--- config.mk ---
export PLATFORM = sky130hd
export DESIGN_NAME = irqc_top
export DESIGN_NICKNAME = d
export VERILOG_FILES = /design/src/rtl/irqc_pkg.sv /design/src/rtl/irqc_mask_bank.sv /design/src/rtl/irqc_level_bank.sv /design/src/rtl/irqc_arbiter.sv /design/src/rtl/irqc_top.sv
export SDC_FILE = /design/constraint.sdc
export NUM_CORES = 1
export LEC_CHECK = 0
export CAP_MARGIN = 20
export CORE_MARGIN = 4
export CORE_UTILIZATION = 30
export CTS_BUF_LIST = sky130_fd_sc_hd__clkbuf_4
export DETAILED_ROUTE_END_ITERATION = 8
export DONT_BUFFER_PORTS = 1
export HOLD_SLACK_MARGIN = 0.15
export PLACE_DENSITY = 0.4
export SLEW_MARGIN = 20
export SYNTH_ARGS = -nofsm -noshare
export SYNTH_HDL_FRONTEND = slang
export SYNTH_SLANG_ARGS = --single-unit
--- constraint.sdc ---
create_clock -name clk -period 118.5 [get_ports clk]
set_input_delay 5.925 -clock clk [delete_from_list [all_inputs] [get_ports clk]]
set_output_delay 5.925 -clock clk [all_outputs]
set_load 0.03 [all_outputs]
--- src/rtl/irqc_pkg.sv ---
package irqc_pkg;
    localparam int NSRC     = 64;
    localparam int SRC_W    = $clog2(NSRC);
    localparam int LVL_W    = 3;
    localparam int ADDR_W   = SRC_W + 1;
    localparam logic [ADDR_W-1:0] ADDR_SET = ADDR_W'(NSRC);
    localparam logic [ADDR_W-1:0] ADDR_CLR = ADDR_W'(NSRC + 1);
    localparam logic [7:0] IDX_ALL = 8'hFF;

    typedef struct packed {
        logic [LVL_W-1:0] level;
        logic [SRC_W-1:0] src;
    } irq_win_t;

    typedef enum logic [1:0] {
        MOP_NONE = 2'd0,
        MOP_SET  = 2'd1,
        MOP_CLR  = 2'd2
    } mask_op_e;

    function automatic logic idx_hits(input logic [7:0] data, input int unsigned bit_n);
        return (data == IDX_ALL) || (data == 8'(bit_n));
    endfunction
endpackage

--- src/rtl/irqc_mask_bank.sv ---
module irqc_mask_bank
    import irqc_pkg::*;
(
    input  logic            clk,
    input  logic            rst,
    input  mask_op_e        op,
    input  logic [7:0]      idx,
    output logic [NSRC-1:0] mask
);
    for (genvar i = 0; i < NSRC; i++) begin : g_bit
        always_ff @(posedge clk) begin
            if (rst) begin
                mask[i] <= 1'b1;
            end else if (idx_hits(idx, i)) begin
                if (op == MOP_SET) begin
                    mask[i] <= 1'b1;
                end else if (op == MOP_CLR) begin
                    mask[i] <= 1'b0;
                end
            end
        end
    end
endmodule

--- src/rtl/irqc_level_bank.sv ---
module irqc_level_bank
    import irqc_pkg::*;
(
    input  logic                      clk,
    input  logic                      rst,
    input  logic                      wr_en,
    input  logic [ADDR_W-1:0]         wr_addr,
    input  logic [7:0]                wr_data,
    output logic [NSRC-1:0][LVL_W-1:0] levels
);
    for (genvar i = 0; i < NSRC; i++) begin : g_ctl
        always_ff @(posedge clk) begin
            if (rst) begin
                levels[i] <= '0;
            end else if (wr_en && wr_addr == ADDR_W'(i)) begin
                levels[i] <= wr_data[LVL_W-1:0];
            end
        end
    end
endmodule

--- src/rtl/irqc_arbiter.sv ---
module irqc_arbiter
    import irqc_pkg::*;
(
    input  logic [NSRC-1:0]            req,
    input  logic [NSRC-1:0]            mask,
    input  logic [NSRC-1:0][LVL_W-1:0] levels,
    output irq_win_t                   win
);
    logic [NSRC-1:0][LVL_W-1:0] eff;

    for (genvar i = 0; i < NSRC; i++) begin : g_eff
        assign eff[i] = (req[i] && !mask[i]) ? levels[i] : '0;
    end

    always_comb begin
        win = '0;
        for (int i = NSRC - 1; i >= 0; i--) begin
            if (eff[i] != '0 && eff[i] >= win.level) begin
                win.level = eff[i];
                win.src   = SRC_W'(i);
            end
        end
    end
endmodule

--- src/rtl/irqc_top.sv ---
module irqc_top
    import irqc_pkg::*;
(
    input  logic             clk,
    input  logic             rst,
    input  logic             wr_en,
    input  logic [6:0]       wr_addr,
    input  logic [7:0]       wr_data,
    input  logic [63:0]      irq_req,
    output logic [2:0]       irq_level,
    output logic [5:0]       irq_src
);
    mask_op_e                   mop;
    logic [NSRC-1:0]            mask_q;
    logic [NSRC-1:0][LVL_W-1:0] lvl_q;
    irq_win_t                   win_d;
    irq_win_t                   win_q;

    always_comb begin
        mop = MOP_NONE;
        if (wr_en && wr_addr == ADDR_SET) begin
            mop = MOP_SET;
        end else if (wr_en && wr_addr == ADDR_CLR) begin
            mop = MOP_CLR;
        end
    end

    irqc_mask_bank u_mask (
        .clk  (clk),
        .rst  (rst),
        .op   (mop),
        .idx  (wr_data),
        .mask (mask_q)
    );

    irqc_level_bank u_lvl (
        .clk     (clk),
        .rst     (rst),
        .wr_en   (wr_en),
        .wr_addr (wr_addr),
        .wr_data (wr_data),
        .levels  (lvl_q)
    );

    irqc_arbiter u_arb (
        .req    (irq_req),
        .mask   (mask_q),
        .levels (lvl_q),
        .win    (win_d)
    );

    always_ff @(posedge clk) begin
        if (rst) begin
            win_q <= '0;
        end else begin
            win_q <= win_d;
        end
    end

    assign irq_level = win_q.level;
    assign irq_src   = win_q.src;
endmodule

==> metrics.cfg <==
[worst_setup_path]
slowest_delay_ns = 0.74
end_kind = flip-flop
path_depth = 476
crit_slowest_cell = o311ai_0
r2r_cells = 476
cp.required_ns = 119.19
crit_buf_inv = 21
cpMostUsedCell = ha_1
cp-start-kind = primary input
path_class = primary input to flip-flop
cp_max_fo = 11
cp.arrival_ns = 105.21
cp_top_family = compound AO/OA/AOI/OAI gates

[synth]
yosysUniqueCellTypes = 88
synth_edf_count = 0
syn_nets = 3360
yosysSeqAreaShare_pct = 24.43
ys_async_sr_fraction_pct = 0
syn_area_mm2 = 0.02172
syn-mean-instance-area_um2 = 6.967
ys_seq_elements = 265
yosys_warnings = 0
synthFlopType = dfxtp_1
netlist_instances = 3117

[grt]
grtUsageTotal_pct = 21.43
grt_max_degree = 261
grt_antenna_before_repair = 30
overflow = 0
grt_pass1_wl_um = 129000
first_global_vias = 21610

[power_and_ir_drop]
p_per_area_mw_per_mm2 = 7.969
leakagePower_nw = 9.128
peakVddDrop_v = 0.000004584
power.total_w = 0.0001888

[clock_tree]
clk_latency_ns = 0.81
numCtsBuffers = 82
clkSinkCount = 265
cts_root_buffer = clkbuf_4
ctsHoldBuffers = 0
clkSlewWorstSetupHoldPaths_ns = 0.06
tritoncts = done
postCtsSetupBuffers = 0
cts_resized = 0
clockBufferDepth = 3
htreeDepth = 3

[floorplanning]
initial_core_util_pct = 30.33
design.core.area_mm2 = 0.07161
die_h_um = 277.1
rows = 98
die_w_um = 277.1
io-pin-count = 91
die_area_mm2 = 0.07676

[timing]
rsz0062_at_grt = false
slew_headroom_pct = 28.55
period_minus_slack_ns = 104.52
worst-slew-pin-transition_ns = 1.058
slew_viol_final = 0
setup_viol = 0
fmax_ghz = 0.009568
finalCritPeriodShare_pct = 88.20
setup_tns_ns = 0
hold_violations = 0
timing.clock.skew_ns = 0.04132

[route]
num_vias = 22885
drt_wl_total_um = 86010
first_pass_iters = 6
via_per_inst = 5.552
remaining_drc_errors = 0
routedWlPerCell_um = 20.87
first_iter_violations = 1730
antenna_left = 0

[status]
status = finished clean

[cells_and_area]
drive_gt1_share_pct = 7.100
nets = 3330
syn_to_final_growth_pct = 9.086
fillers = 7876

[min_path]
hold_path_class = flip-flop to flip-flop
hold_path_depth = 2

[placed_design]
numPortBuffers = 0
dp.final_hpwl_um = 64000
gp_congestion = 0.9131

[run]
max_cap_violations = 0

-- cell families after synthesis --
kind of cell	after synthesis	share of synthesized area, %
buffers and inverters	257	4.528
and+or+nand+nor	1313	28.64
adders and majority gates	168	9.598
muxes	7	0.3342
AOI/OAI and AO/OA	1107	32.47
DFF	265	24.43
-- cells in the final DEF, fill, tap and decap left out, types with 11 or more instances in the layout --
cell,n
a31o_2,21
ha_1,161
nand3_1,125
o31ai_1,17
or2_2,26
diode_2,17
or3_1,12
nand2b_1,75
o21a_1,36
a22oi_1,16
nor2b_1,94
a211oi_1,22
and2_1,93
clkbuf_4,119
inv_1,124
clkinv_1,25
a31oi_1,44
dfxtp_1,265
o311ai_0,12
nor2_1,198
and3_1,18
a221o_1,64
o21ai_0,293
a21o_1,67
nand2_1,573
nor3_1,19
buf_4,18
o211ai_1,17
nor3b_1,11
o22ai_1,21
a21oi_1,340
-- Yosys cell counts, types with 12 or more instances --
cell | instances | area [µm²]
a211oi_1 | 22 | 165.2
a21o_1 | 67 | 503.0
a21oi_1 | 340 | 1702
a221o_1 | 64 | 640.6
a22oi_1 | 16 | 120.1
a31o_2 | 21 | 183.9
a31oi_1 | 44 | 275.3
and2_1 | 93 | 581.8
and3_1 | 19 | 118.9
clkbuf_1 | 124 | 465.5
dfxtp_1 | 265 | 5305
ha_1 | 161 | 2014
inv_1 | 124 | 465.5
nand2_1 | 573 | 2151
nand2b_1 | 75 | 469.2
nand3_1 | 125 | 625.6
nor2_1 | 198 | 743.2
nor2b_1 | 94 | 588.1
nor3_1 | 22 | 110.1
nor3b_1 | 14 | 105.1
o211ai_1 | 17 | 127.6
o21a_1 | 36 | 270.3
o21ai_0 | 294 | 1471
o22ai_1 | 21 | 131.4
o311ai_0 | 12 | 105.1
o31ai_1 | 17 | 127.6
or2_2 | 26 | 162.7
or3_1 | 12 | 75.07
-- flip-flops by register name, indices dropped and copies added (netlist names) --
name,count
irq_level,3
irq_src,6
u_lvl.levels,192
u_mask.mask,64
-- layer usage --
metal / global-route usage [%] / up-vias / share of wire (%)
met1: 28.62 / 10800 / 46
met4: 7.511 / 6 / 3.3
met3: 5.210 / 140 / 7.2
met5: 0 / - / 0.042
met2: 33.78 / 627 / 44
li1: - / 11312 / -
-- tightest hold or removal path, stage by stage, from the launching register on --
cell and delay, ns:
dfxtp_1 0.30, nand2_1 0.05, a21oi_1 0.05
-- layout make-up --
| class | instances | area, µm² | area share (%) |
|---|---|---|---|
| well taps | 950 | 1189 | 5.017 |
| clock inverters | 33 | 178.9 | 0.7553 |
| repair buffers | 19 | 150.1 | 0.6338 |
| clock buffers | 119 | 893.4 | 3.771 |
| flip-flops and latches | 265 | 5305 | 22.39 |
| inverters | 124 | 465.4 | 1.965 |
| multi-input cells | 2595 | 15470 | 65.28 |
| diodes | 17 | 42.54 | 0.1796 |
-- through the flow --
step | cell area, µm² | hold slack (ns) | setup slack, ns | cells | utilization [%]
finish | 23690 | 0.4533 | 13.98 | 4122 | 33.08
global route | 23660 | 0.4748 | 5.640 | 4109 | 33.04
CTS | 23650 | 0.4573 | 14.89 | 4105 | 33.02
detailed placement | 22580 | 0.4479 | 14.36 | 3953 | 31.53
global placement | 22560 | 0.4431 | 15.63 | 3952 | 31.51
floorplan | 21720 | 0.4317 | 28.54 | 3117 | -
-- power by group --
group | internal, W | switching (W)
registers | 0.0000892 | 0.000000121
clock network | 0.0000505 | 0.0000447
logic | 0.00000110 | 0.00000309
total | 0.000141 | 0.0000480
-- path summary, 6_finish.rpt --
check                           slack [ns]                       endpoint                          start
worst max-delay path                 13.98          irq_src[5]$_SDFF_PP0_                    irq_req[62]
worst min-delay path                  0.45  u_lvl.levels[74]$_SDFFE_PP0P_  u_lvl.levels[74]$_SDFFE_PP0P_
worst max register to register       18.80          irq_src[5]$_SDFF_PP0_   u_mask.mask[62]$_SDFFE_PP1P_
worst min register to register        0.45  u_lvl.levels[74]$_SDFFE_PP0P_  u_lvl.levels[74]$_SDFFE_PP0P_
Power figures use the tool's default switching activity.
